--- config.mk ---
export PLATFORM = sky130hd
export DESIGN_NAME = bcd_csel_adder
export DESIGN_NICKNAME = d
export VERILOG_FILES = /design/src/rtl/bcd_csel_pkg.sv /design/src/rtl/bcd_bin_stage.sv /design/src/rtl/bcd_digit_select.sv /design/src/rtl/bcd_csel_adder.sv
export SDC_FILE = /design/constraint.sdc
export NUM_CORES = 1
export LEC_CHECK = 0
export BUFFER_PORTS_ARGS = -buffer_cell sky130_fd_sc_hd__buf_2
export CORE_ASPECT_RATIO = 0.75
export CORE_MARGIN = 2
export CORE_UTILIZATION = 50
export DETAILED_ROUTE_END_ITERATION = 10
export PLACE_DENSITY = 0.83
export SETUP_SLACK_MARGIN = 0.3
export SLEW_MARGIN = 20
export SYNTH_ARGS = -nofsm -noshare
export SYNTH_HDL_FRONTEND = slang
export SYNTH_SLANG_ARGS = --single-unit
--- constraint.sdc ---
create_clock -name vclk -period 4.1
set_input_delay 0.205 -clock vclk [all_inputs]
set_output_delay 0.205 -clock vclk [all_outputs]
set_load 0.01 [all_outputs]
--- src/rtl/bcd_csel_pkg.sv ---
package bcd_csel_pkg;

    localparam int          NIB_W     = 4;
    localparam logic [3:0]  SKIP_ADJ  = 4'd6;   // 16 - 10 unused codes
    localparam logic [3:0]  DIGIT_MAX = 4'd9;

    typedef logic [NIB_W-1:0] nib_t;

    // Output of the binary stage for one digit position
    typedef struct packed {
        nib_t raw;      // raw binary nibble of the wide add
        logic bin_c;    // carry out of this nibble's top bit
    } bin_nib_t;

    // Final decimal digit
    typedef struct packed {
        nib_t digit;
        logic dec_c;    // decimal carry toward the next digit
    } dec_digit_t;

    function automatic logic [NIB_W:0] plus_six(input nib_t v);
        return {1'b0, v} + {1'b0, SKIP_ADJ};
    endfunction

    function automatic logic nib_is_digit(input nib_t v);
        return v <= DIGIT_MAX;
    endfunction

endpackage

--- src/rtl/bcd_bin_stage.sv ---
module bcd_bin_stage
    import bcd_csel_pkg::*;
#(
    parameter int DIGITS = 3
) (
    input  logic [DIGITS*NIB_W-1:0] a_i,
    input  logic [DIGITS*NIB_W-1:0] b_i,
    output bin_nib_t [DIGITS-1:0]   nib_o
);

    localparam int W = DIGITS * NIB_W;

    logic [W:0] full_sum;
    assign full_sum = {1'b0, a_i} + {1'b0, b_i};

    // Carry out of bit 4k+3 is recovered from a partial add of the low bits
    for (genvar k = 0; k < DIGITS; k++) begin : g_nib
        localparam int TOP = NIB_W * (k + 1);
        logic [TOP:0] part;
        assign part           = {1'b0, a_i[TOP-1:0]} + {1'b0, b_i[TOP-1:0]};
        assign nib_o[k].raw   = full_sum[TOP-1 -: NIB_W];
        assign nib_o[k].bin_c = part[TOP];
    end

endmodule

--- src/rtl/bcd_digit_select.sv ---
module bcd_digit_select
    import bcd_csel_pkg::*;
(
    input  bin_nib_t   nib_i,
    input  logic       inc_i,   // decimal carry the binary add did not deliver
    output dec_digit_t dig_o
);

    logic [NIB_W:0] bumped;
    logic [NIB_W:0] adjusted;
    logic           take_adj;

    always_comb begin
        bumped   = {1'b0, nib_i.raw} + {{NIB_W{1'b0}}, inc_i};
        adjusted = plus_six(bumped[NIB_W-1:0]);
        take_adj = nib_i.bin_c | bumped[NIB_W] | adjusted[NIB_W];
        dig_o.digit = take_adj ? adjusted[NIB_W-1:0] : bumped[NIB_W-1:0];
        dig_o.dec_c = take_adj;
    end

endmodule

--- src/rtl/bcd_csel_adder.sv ---
module bcd_csel_adder
    import bcd_csel_pkg::*;
#(
    parameter int DIGITS = 3
) (
    input  logic [DIGITS*4-1:0] opnd_a,
    input  logic [DIGITS*4-1:0] opnd_b,
    output logic [DIGITS*4-1:0] dec_sum,
    output logic                dec_cout
);

    bin_nib_t   [DIGITS-1:0] nib;
    dec_digit_t [DIGITS-1:0] dig;
    logic       [DIGITS:0]   inc;

    bcd_bin_stage #(.DIGITS(DIGITS)) u_bin (
        .a_i   (opnd_a),
        .b_i   (opnd_b),
        .nib_o (nib)
    );

    assign inc[0] = 1'b0;

    for (genvar k = 0; k < DIGITS; k++) begin : g_dig
        bcd_digit_select u_sel (
            .nib_i (nib[k]),
            .inc_i (inc[k]),
            .dig_o (dig[k])
        );
        // Increment the next digit only if the binary add did not already carry
        assign inc[k+1] = dig[k].dec_c & ~nib[k].bin_c;
        assign dec_sum[NIB_W*k +: NIB_W] = dig[k].digit;
    end

    assign dec_cout = dig[DIGITS-1].dec_c;

endmodule

[Yosys cells after proc, flatten, opt, wreduce, memory -nomap -nowiden]
Cells that the tools add are included.
Operators by class
  magnitude comparators: 0
  multiply operators: 0
  $add $sub $neg: 8
  bitwise gates (word level): 9
  reductions and logical operators: 0
  div/mod/pow operators: 0
  equality and inequality tests: 0
  shifts and indexed selects: 0
  mux-type cells: 3
Operator list (number)
  $add 4x3->5 const B: 3
  $add 12x12->13: 1
  $mux 4: 3
  $add 4x1->5: 2
  $add 8x8->9: 1
  $add 4x4->5: 1
  $or 1x1->1: 5
  $and 1x1->1: 2
  $not 1->1: 2
Word-level totals
  flip-flop bits (word level): 0
  bits in read-only memories: 0
  word-level logic and storage cells: 20
  RAM bits: 0
  memories kept: 0
  bits in latches: 0
  input bits: 24

[Depth between registers and ports, before layout]
Gate-level depths: netlist of run 1.
  depth in word-level cells: 12
  mapped depth: 18

[Hierarchy]
From an unflattened synthesis of run 1, not the netlist that was laid out.
Second synthesis, totals
  cell total of the unflattened synthesis: 135
  area, all modules: 1076.0 um^2
Modules (own cells, without submodules)
  bcd_bin_stage: times used 1, cells an instance 69, area an instance 541.8 um^2
  bcd_digit_select: times used 3, cells an instance 21, area an instance 167.7 um^2
  bcd_csel_adder: times used 1, cells an instance 3, area an instance 31.3 um^2

[Worst setup path before layout of run 1]
Ideal clock, no wire load.
  kind: input -> output
  start: in opnd_a[0]
  end: out dec_sum[10]
  buffers on the path: 0
  setup slack: 0.425 ns
  arrival: 3.470 ns
  stages on the path: 18
  data required time: 3.895 ns
  cells stage by stage: ha_1 -> fa_1 -> a21o_1 -> a21oi_1 -> and3_1 -> ha_1 -> ha_1 -> xor2_1 -> nor2_1 -> o21a_1 -> nor2_1 -> ha_1 -> nand2_1 -> nor3_1 -> o21ai_2 -> xor2_1 -> o211a_1 -> mux2i_1
Between the ends
  cells in the longest elaborated chain, start to end: 12
Ends and longest elaborated chain
  start, declared: line bcd_csel_adder.sv:6  | input logic [DIGITS*4-1:0] opnd_a,
  $add 12x12->13: line bcd_bin_stage.sv:20  | assign part = {1'b0, a_i[TOP-1:0]} + {1'b0, b_i[TOP-1:0]};
  $add 4x3->5: line bcd_csel_pkg.sv:22  | return {1'b0, v} + {1'b0, SKIP_ADJ};
  $or 1x1->1: line bcd_digit_select.sv:16  | take_adj = nib_i.bin_c | bumped[NIB_W] | adjusted[NIB_W];
  $and 1x1->1: line bcd_csel_adder.sv:31  | assign inc[k+1] = dig[k].dec_c & ~nib[k].bin_c;
  $add 4x1->5: line bcd_digit_select.sv:14  | bumped = {1'b0, nib_i.raw} + {{NIB_W{1'b0}}, inc_i};
  $add 4x3->5 / $or 1x1->1 (equally long branches): line bcd_csel_pkg.sv:22, bcd_digit_select.sv:16
  $or 1x1->1: line bcd_digit_select.sv:16
  $and 1x1->1: line bcd_csel_adder.sv:31
  $add 4x1->5: line bcd_digit_select.sv:14
  $add 4x3->5 / $or 1x1->1 (equally long branches): line bcd_csel_pkg.sv:22, bcd_digit_select.sv:16
  $or 1x1->1: line bcd_digit_select.sv:16
  $mux 4 *: line bcd_digit_select.sv:17  | dig_o.digit = take_adj ? adjusted[NIB_W-1:0] : bumped[NIB_W-1:0];
  end, declared: line bcd_csel_adder.sv:8  | output logic [DIGITS*4-1:0] dec_sum,
Mark *: on every way between the ends. The rest lies on a longest branch, timed or not.

[Worst setup path after layout of run 1]
Ends and elaborated chain as after synthesis.

==> flow_summary.toml, run 1 <==
[critical_path]
critPathMostFrequentCell = "ha_4"
worstPathArrival_ps = 3740
crit_path_end_kind = "output pin"
crit_chain = "buf_6, ha_4, fa_2, a21o_1, a21oi_4, and3_4, ha_4, ha_4, xor2_2, nor2_2, o21a_1, nor2_2, ha_4, nand2_4, nor3_4, o21ai_4, xor2_1, o211a_1, mux2i_1, buf_2"
slowest_stage = "fa_2"
cp_data_required_time_ps = 3890
worst_setup_path_start_kind = "input port"
crit_type = "in2out"
crit_fanout = 4
slowest_delay_ps = 380
path_buf_inv = 2
cp_top_family = "adder cells"

[sta]
hold_ws_ps = 700
finalSetupViolCount = 0
finalHoldViolCount = 0
rsz0062_at_grt = "yes"
period_share = 0.963
timing.fmax_mhz = 253
fin_setup_tns_ps = 0
final.min_clock_period_ps = 3950
slew_viol_final = 0
max_slew_margin = 0.659
worst_pin_slew_ps = 511

[die]
die_w_um = 54.5
io_pins = 37
die_h_um = 41.8
dieArea_um2 = 2280
core_um2 = 1770
start_util = 0.538
floorplan.rows = 13

[worst_hold_path]
hp-class = "in2out"
hp-start = "opnd_b[0]"
hold_depth = 3
worstHoldEndpoint = "dec_sum[0]"

[final_layout]
stdcell_count = 202
drive_above_1_share = 0.483
seq_area_um2 = 0
areaGrowthSynthToFinish_pct = 59.5
nFlopsAndLatches = 0
diodes = 0
fill_cells = 101
nNetsFinal = 226
n_clock_buffer = 0

[outcome]
status = "finished, final reports clean"

[detailed_routing]
vias = 1330
firstDrtPassIters = 4
route.top_layer_used = "met4"
wl_met2_mm = 1.85
drt-met1-wl_mm = 1.49
drtAntennaViolNets = 0
wirelength_mm = 4.00
drc = 0
wl_met3_um = 363
wl_per_cell_um = 19.8
vias_per_cell = 6.58
drt_iter0_markers = 49

[yosys]
syn_nets = 171
syn_inst = 127
synth.cell_area_um2 = 955
ys_seq_area_frac = 0
synth.distinct_cells = 39
ys_warn_count = 0
syn_avg_cell_area_um2 = 7.52

[power_and_ir_drop]
fin_total_pwr_mw = 0.521
power_per_cell_area_nw_per_um2 = 342
vdd_drop_max_v = 0.000275
power_leakage_nw = 0.712

[place]
dp_hpwl_mm = 1.91
globalplace.congestion = 0.862
dp_cells = 188
port_buffers = 37

[grt]
first_global_vias = 1114
antenna_found_initial = 0
grt_usage = 0.268
grt_pass1_wl_mm = 4.73
grt-ovfl-total = 0
grt_max_degree = 11

[cts]
cts_hold_buf = 0

[run]
maxCapViolCount = 0
==> cell usage after synthesis <==
cell type,count,area (µm²)
o21ai_1,6,30.0
o211a_1,3,30.0
and3_1,2,12.5
inv_1,8,30.0
nor2b_1,1,6.26
a2111oi_2,1,15.0
ha_1,19,238
nor3_1,1,5.00
fa_1,1,20.0
nor2_1,10,37.5
o311ai_4,1,26.3
mux2i_1,3,30.0
buf_2,1,5.00
nand3b_1,1,7.51
and2_1,1,6.26
o221a_2,1,11.3
a21o_1,1,7.51
o21bai_1,1,7.51
o22ai_1,1,6.26
o21ai_0,2,10.0
a21oi_1,14,70.1
a211oi_2,1,12.5
o21a_1,2,15.0
o2bb2ai_1,1,8.76
nor3b_2,1,12.5
nand2_1,11,41.3
nand4bb_1,1,11.3
o22a_1,1,8.76
nand4b_1,1,8.76
nand2b_1,5,31.3
a32oi_1,1,8.76
a31oi_1,1,6.26
a211oi_1,1,7.51
xor2_1,6,52.6
xnor2_1,9,78.8
nand3_1,3,15.0
nor4b_1,1,8.76
nor2_2,1,6.26
o21ai_2,1,8.76
==> report_power, final <==
part	leakage (nW)	switching (mW)	total (mW)	internal [mW]
combinational	0.712	0.279	0.521	0.241
sequential	0	0	0	0
clock	0	0	0	0
==> kinds of logic after synthesis <==
family,count (synthesis),share of synthesized area
adders and majority gates,20,0.270
xor gates and xnor gates,15,0.138
and+or+nand+nor,40,0.220
buffers and inverters,9,0.0367
AOI/OAI and AO/OA,40,0.304
muxes,3,0.0315
==> worst max path at each step <==
stage                  end       from  cells past startpoint  slack (ps)
2_1_floorplan  dec_sum[10]  opnd_a[0]                     18         430
3_3_place_gp   dec_sum[11]  opnd_a[0]                     20         150
5_1_grt        dec_sum[10]  opnd_a[0]                     17          30
4_1_cts        dec_sum[10]  opnd_b[0]                     20         280
6_report       dec_sum[10]  opnd_a[0]                     20         150
3_5_place_dp   dec_sum[10]  opnd_a[0]                     20          30
==> cells in the final DEF (no fill, tap or decap), drive strengths merged <==
| cell type | instances |
|---|---|
| buf | 54 |
| ha | 19 |
| a21oi | 14 |
| nand2 | 11 |
| nor2 | 11 |
| o21ai | 9 |
| xnor2 | 9 |
| inv | 8 |
| xor2 | 6 |
| nand2b | 5 |
| o211a | 3 |
| mux2i | 3 |
| nand3 | 3 |
| o21a | 2 |
| a211oi | 2 |
| and3 | 2 |
| nor3b | 1 |
| nand4bb | 1 |
| nor2b | 1 |
| nor4b | 1 |
| a2111oi | 1 |
| o311ai | 1 |
| and2 | 1 |
| nor3 | 1 |
| nand4b | 1 |
| o221a | 1 |
| o21bai | 1 |
| a21o | 1 |
| a31oi | 1 |
| nand3b | 1 |
| o22ai | 1 |
| o22a | 1 |
| o2bb2ai | 1 |
| a32oi | 1 |
| fa | 1 |
==> metrics by stage <==
step           utilization  setup WS, ps  cell area [µm²]
2_1_floorplan            -           425              955
3_3_place_gp         0.668           152             1180
3_5_place_dp         0.668          33.5             1180
4_1_cts              0.771           282             1370
5_1_grt              0.859          28.3             1520
6_report             0.859           151             1520
==> final cells by class <==
| type | instances | area, µm² | area share |
|---|---|---|---|
| inverters | 8 | 30.0 | 0.0197 |
| multi-input cells | 118 | 1140 | 0.746 |
| well taps | 22 | 27.5 | 0.0181 |
| repair buffers | 54 | 329 | 0.216 |
==> repair_timing <==
action | CTS | global route
resized for setup | 24 | 17
setup buffers | 7 | 7
hold endpoints to repair | 0 | 0
endpoints found under the setup margin | 4 | 4
pin swaps | 13 | 16
==> layer usage <==
layer  track usage  up-vias
li1              -      577
met2         0.470      121
met3        0.0288       41
met5             0        -
met1         0.327      591
met4        0.0950        0
No activity file was read; power rests on OpenSTA's default activity.
==> run 2, diff against run 1 <==
--- a/config.mk
+++ b/config.mk
@@ -10,9 +10,11 @@
 export CORE_MARGIN = 2
 export CORE_UTILIZATION = 50
 export DETAILED_ROUTE_END_ITERATION = 10
-export PLACE_DENSITY = 0.83
+export GPL_ROUTABILITY_DRIVEN = 0
+export PLACE_DENSITY = 0.81
 export SETUP_SLACK_MARGIN = 0.3
 export SLEW_MARGIN = 20
 export SYNTH_ARGS = -nofsm -noshare
 export SYNTH_HDL_FRONTEND = slang
+export SYNTH_HIERARCHICAL = 1
 export SYNTH_SLANG_ARGS = --single-unit
==> run 2 against run 1 <==
Effect of this change: the run now ends with setup timing left; global-route usage grew 0.55 points; utilization shrank 3.9 points; non-clock buffer count grew 3; wire length shrank 14%; first-iteration DRC count shrank 10%; critical endpoint is now dec_sum[11]; highest routed layer unchanged.
==> flow_summary.toml, run 2 <==
[die]
die_w_um = 57.6
die_h_um = 44.2
dieArea_um2 = 2540
core_um2 = 2010
start_util = 0.534
io_pins = 37
floorplan.rows = 14

[grt]
antenna_found_initial = 0
grt_usage = 0.274
first_global_vias = 1223
grt_max_degree = 8
grt-ovfl-total = 0
grt_pass1_wl_mm = 5.55

[sta]
rsz0062_at_grt = "yes"
timing.fmax_mhz = 239
fin_setup_tns_ps = -102
slew_viol_final = 0
finalSetupViolCount = 3
max_slew_margin = 0.606
period_share = 1.02
final.min_clock_period_ps = 4180
worst_slack_ps = -79.4
worst_pin_slew_ps = 587
finalHoldViolCount = 0
hold_ws_ps = 822

[yosys]
synth_top_cells_by_area = "ha_1, xnor2_1, xor2_1, a221oi_2, mux2i_1"
syn_nets = 181
ys_seq_area_frac = 0
ys_warn_count = 6
syn_avg_cell_area_um2 = 7.97
synth.cell_area_um2 = 1080
synth.distinct_cells = 33
synth_most_common_cell = "ha_1"
yosysTopAreaCellShare = 0.244
yosys-top-cells-count = "ha_1, xnor2_1, inv_1"
syn_inst = 135
synth_area_leader_cell = "ha_1"

[final_layout]
seq_area_um2 = 0
final_common_cell = "buf_2"
diodes = 0
drive_above_1_share = 0.471
n_clock_buffer = 0
stdcell_count = 213
nFlopsAndLatches = 0
nNetsFinal = 237
post-route-util = 0.820
stdcell_area_um2 = 1650
areaGrowthSynthToFinish_pct = 53.5
final_cell_mix = "buf_2, buf_4, ha_1, xnor2_1, inv_1"

[detailed_routing]
drc = 0
wl_per_cell_um = 16.2
vias = 1226
drtAntennaViolNets = 0
wirelength_mm = 3.44
vias_per_cell = 5.76
drt_iter0_markers = 44
firstDrtPassIters = 5

[run]
maxCapViolCount = 0

[power_and_ir_drop]
power_per_cell_area_nw_per_um2 = 398
fin_total_pwr_mw = 0.657
power_leakage_nw = 0.787
vdd_drop_max_v = 0.000310

[worst_hold_path]
hp-class = "in2out"
hp-start = "opnd_b[0]"

[cts]
cts_hold_buf = 0

[critical_path]
crit_path_start = "opnd_a[0]"
crit_path_end_kind = "output pin"
cp_data_required_time_ps = 3890
crit_type = "in2out"
crit_fanout = 3
worst_setup_path_start_kind = "input port"
worstPathArrival_ps = 3970

[outcome]
status = "finished, violations left"
violations = "setup timing"

[place]
dp_hpwl_mm = 2.41
port_buffers = 37
pre_cts_ws_ps = -160
place_area_um2 = 1450
dp_cells = 201
[run 2: cell types whose count changed in the layout (fill, tap and decap cells not counted), moves of 4 or more]
| cell | before | now |
|---|---|---|
| nand2b_1 | 5 | 1 |
| o211ai_1 | 0 | 4 |
| a21o_1 | 1 | 6 |
| nor2_2 | 4 | 0 |
| nand3_1 | 2 | 6 |
| xnor2_1 | 5 | 11 |
| o21ai_1 | 6 | 2 |
| a21oi_1 | 11 | 4 |
| o21ai_2 | 0 | 4 |
| xor2_1 | 3 | 8 |
[run 2: cell families (layout without fill, tap and decap cells)]
family / Yosys count / after routing / synth area share
AO/OA/AOI/OAI: 36 / 36 / 0.259
XOR/XNOR: 24 / 24 / 0.195
adder cells (fa/ha/maj): 22 / 22 / 0.263
buffers and inverters: 15 / 69 / 0.0628
multiplexers: 5 / 5 / 0.0465
other: 1 / 1 / 0.00349
AND/OR/NAND/NOR: 32 / 32 / 0.170
[run 2: layout make-up]
| class | count | area [µm²] |
|---|---|---|
| multi-input cells | 120 | 1200 |
| repair buffers | 57 | 375 |
| fillers | 130 | 363 |
| inverters | 12 | 45.0 |
| well taps | 24 | 30.0 |
[run 2: final timing paths]
kind | end | slack (ps) | depth (start not counted)
worst max-delay path | dec_sum[11] | -80 | 22
worst min-delay path | dec_sum[0] | 820 | 4
[run 2: repair_timing]
action,4_1_cts,5_1_grt
pin swaps,11,9
resized for setup,17,6
setup buffers,7,5
endpoints found under the hold margin,0,0
setup endpoints to repair,4,4
[run 2: where the power goes]
| group | switching [mW] | leakage, nW | internal (mW) |
|---|---|---|---|
| combinational | 0.329 | 0.787 | 0.328 |
| clock | 0 | 0 | 0 |
| sequential | 0 | 0 | 0 |
[run 2: per-layer routing]
layer	vias up	GRT usage	wire, µm
met1	588	0.316	1460
met2	34	0.534	1860
met5	-	0	0
li1	598	-	-
met3	6	0.0175	83
met4	0	0.0977	46
[run 2: worst max-delay path: stages]
cell,delay [ps]
buf_8,100
ha_4,160
fa_2,390
a21o_1,230
a21o_1,200
a221oi_4,230
o21ai_2,120
nor2b_4,150
ha_4,170
ha_4,230
a221oi_4,250
o21ai_2,100
nor2b_4,140
ha_4,160
ha_4,170
xnor2_2,140
ha_2,210
inv_2,40
o211ai_1,80
o22ai_1,220
xnor2_1,130
buf_2,140
==> run 3, diff against run 2 <==
--- a/config.mk
+++ b/config.mk
@@ -5,13 +5,13 @@
 export SDC_FILE = /design/constraint.sdc
 export NUM_CORES = 1
 export LEC_CHECK = 0
-export BUFFER_PORTS_ARGS = -buffer_cell sky130_fd_sc_hd__buf_2
 export CORE_ASPECT_RATIO = 0.75
 export CORE_MARGIN = 2
 export CORE_UTILIZATION = 50
 export DETAILED_ROUTE_END_ITERATION = 10
+export DONT_BUFFER_PORTS = 1
 export GPL_ROUTABILITY_DRIVEN = 0
-export PLACE_DENSITY = 0.81
+export PLACE_DENSITY = 0.66
 export SETUP_SLACK_MARGIN = 0.3
 export SLEW_MARGIN = 20
 export SYNTH_ARGS = -nofsm -noshare
==> run 3 against run 2 <==
Effect of this change: the flow now finishes without violations; critical path type unchanged; first-iteration DRC count down 70%; global-route usage down 8.1 points; cell area down 17%; setup slack better by 180 ps; sequential share of layout area unchanged.
==> flow_summary.toml, run 3 (same netlist as run 2, synthesis figures left out) <==
[final_layout]
final_cell_mix = "buf_4, ha_1, xnor2_1, inv_1, xor2_1"
nFlopsAndLatches = 0
areaGrowthSynthToFinish_pct = 27.8
diodes = 0
fill_cells = 163
nNetsFinal = 194
final_common_cell = "buf_4"
n_clock_buffer = 0
seq_area_um2 = 0
drive_above_1_share = 0.295

[sta]
period_share = 0.976
rsz0062_at_grt = "yes"
final.min_clock_period_ps = 4000
max_slew_margin = 0.496
finalHoldViolCount = 0
worst_pin_slew_ps = 748
finalSetupViolCount = 0
slew_viol_final = 0
fin_setup_tns_ps = 0
timing.fmax_mhz = 250

[grt]
grt-ovfl-total = 0
antenna_found_initial = 0
first_global_vias = 970
grt_max_degree = 8
grt_pass1_wl_mm = 4.02
grt_usage = 0.193

[power_and_ir_drop]
power_leakage_nw = 0.594
vdd_drop_max_v = 0.000280
fin_total_pwr_mw = 0.540
power_per_cell_area_nw_per_um2 = 393

[die]
start_util = 0.534
core_um2 = 2010
dieArea_um2 = 2540
die_w_um = 57.6
io_pins = 37
floorplan.rows = 14
die_h_um = 44.2

[worst_hold_path]
hold_depth = 2
worstHoldEndpoint = "dec_sum[0]"
hp-start = "opnd_b[0]"
hp-class = "in2out"

[critical_path]
worst_setup_path_start_kind = "input port"
crit_path_end_kind = "output pin"
crit_chain = "ha_4, fa_2, a21o_1, a21o_1, a221oi_4, o21ai_2, nor2b_4, ha_4, ha_4, a221oi_4, o21ai_2, nor2b_4, ha_4, ha_4, inv_2, ha_4, inv_2, o211ai_1, o22ai_1, xnor2_1"
slowest_stage = "fa_2"
slowest_delay_ps = 400
critPathMostFrequentCell = "ha_4"
crit_fanout = 4
cp_data_required_time_ps = 3890
worstPathArrival_ps = 3800
crit_type = "in2out"

[detailed_routing]
drc = 0
wirelength_mm = 2.41
firstDrtPassIters = 5
vias = 1017
wl_per_cell_um = 14.2
drtAntennaViolNets = 0
vias_per_cell = 5.98
drt_iter0_markers = 13

[outcome]
status = "finished, final reports clean"

[place]
dp_hpwl_mm = 1.91
port_buffers = 0

[run]
maxCapViolCount = 0
## run 3: critical path: cells and delay by family
kind | cells | cell delay (ps)
adder cells (fa/ha/maj) | 7 | 1590
AO/OA/AOI/OAI | 8 | 1410
AND/OR/NAND/NOR | 2 | 280
XOR/XNOR | 1 | 200
buffers and inverters | 2 | 100
## run 3: worst max path at each step
stage,start,to,slack [ps]
6_report,opnd_a[0],dec_sum[11],100
3_5_place_dp,opnd_a[0],dec_sum[11],10
3_3_place_gp,opnd_a[0],dec_sum[11],100
5_1_grt,opnd_a[0],dec_sum[11],-70
2_1_floorplan,opnd_a[0],dec_sum[11],-20
4_1_cts,opnd_a[0],dec_sum[11],170
## run 3: power by group
| part | internal (mW) | leakage (nW) | switching [mW] |
|---|---|---|---|
| clock network | 0 | 0 | 0 |
| registers | 0 | 0 | 0 |
| logic | 0.257 | 0.594 | 0.283 |
## run 3: repair_timing
action	in CTS	in global routing
setup buffers	8	2
hold buffers	0	0
resized for setup	5	3
endpoints found under the setup margin	4	4
pin swaps	11	10
hold endpoints to repair	0	0
## run 3: stage by stage
| step | setup slack [ps] | util | hold WS [ps] | instance area, µm² | cells |
|---|---|---|---|---|---|
| 3_5_place_dp | 10.3 | 0.613 | 690 | 1230 | 160 |
| 6_report | 99.9 | 0.683 | 683 | 1380 | 170 |
| 3_3_place_gp | 102 | 0.613 | 676 | 1230 | 160 |
| 2_1_floorplan | -16.7 | - | 666 | 1200 | 135 |
| 5_1_grt | -69.1 | 0.683 | 691 | 1380 | 170 |
| 4_1_cts | 168 | 0.665 | 690 | 1340 | 168 |
## run 3: cell type report
| cell class | count | area, µm² | area share |
|---|---|---|---|
| inverters | 12 | 45.0 | 0.0328 |
| multi-input cells | 120 | 1190 | 0.869 |
| well taps | 24 | 30.0 | 0.0218 |
| repair buffers | 14 | 105 | 0.0764 |
## run 3: metal layers
| layer | routed length (µm) | vias to the layer above | global-route usage |
|---|---|---|---|
| li1 | - | 511 | - |
| met1 | 1190 | 466 | 0.274 |
| met2 | 1050 | 34 | 0.341 |
| met3 | 120 | 6 | 0 |
| met4 | 49 | 0 | 0.0233 |
| met5 | 0 | - | 0 |
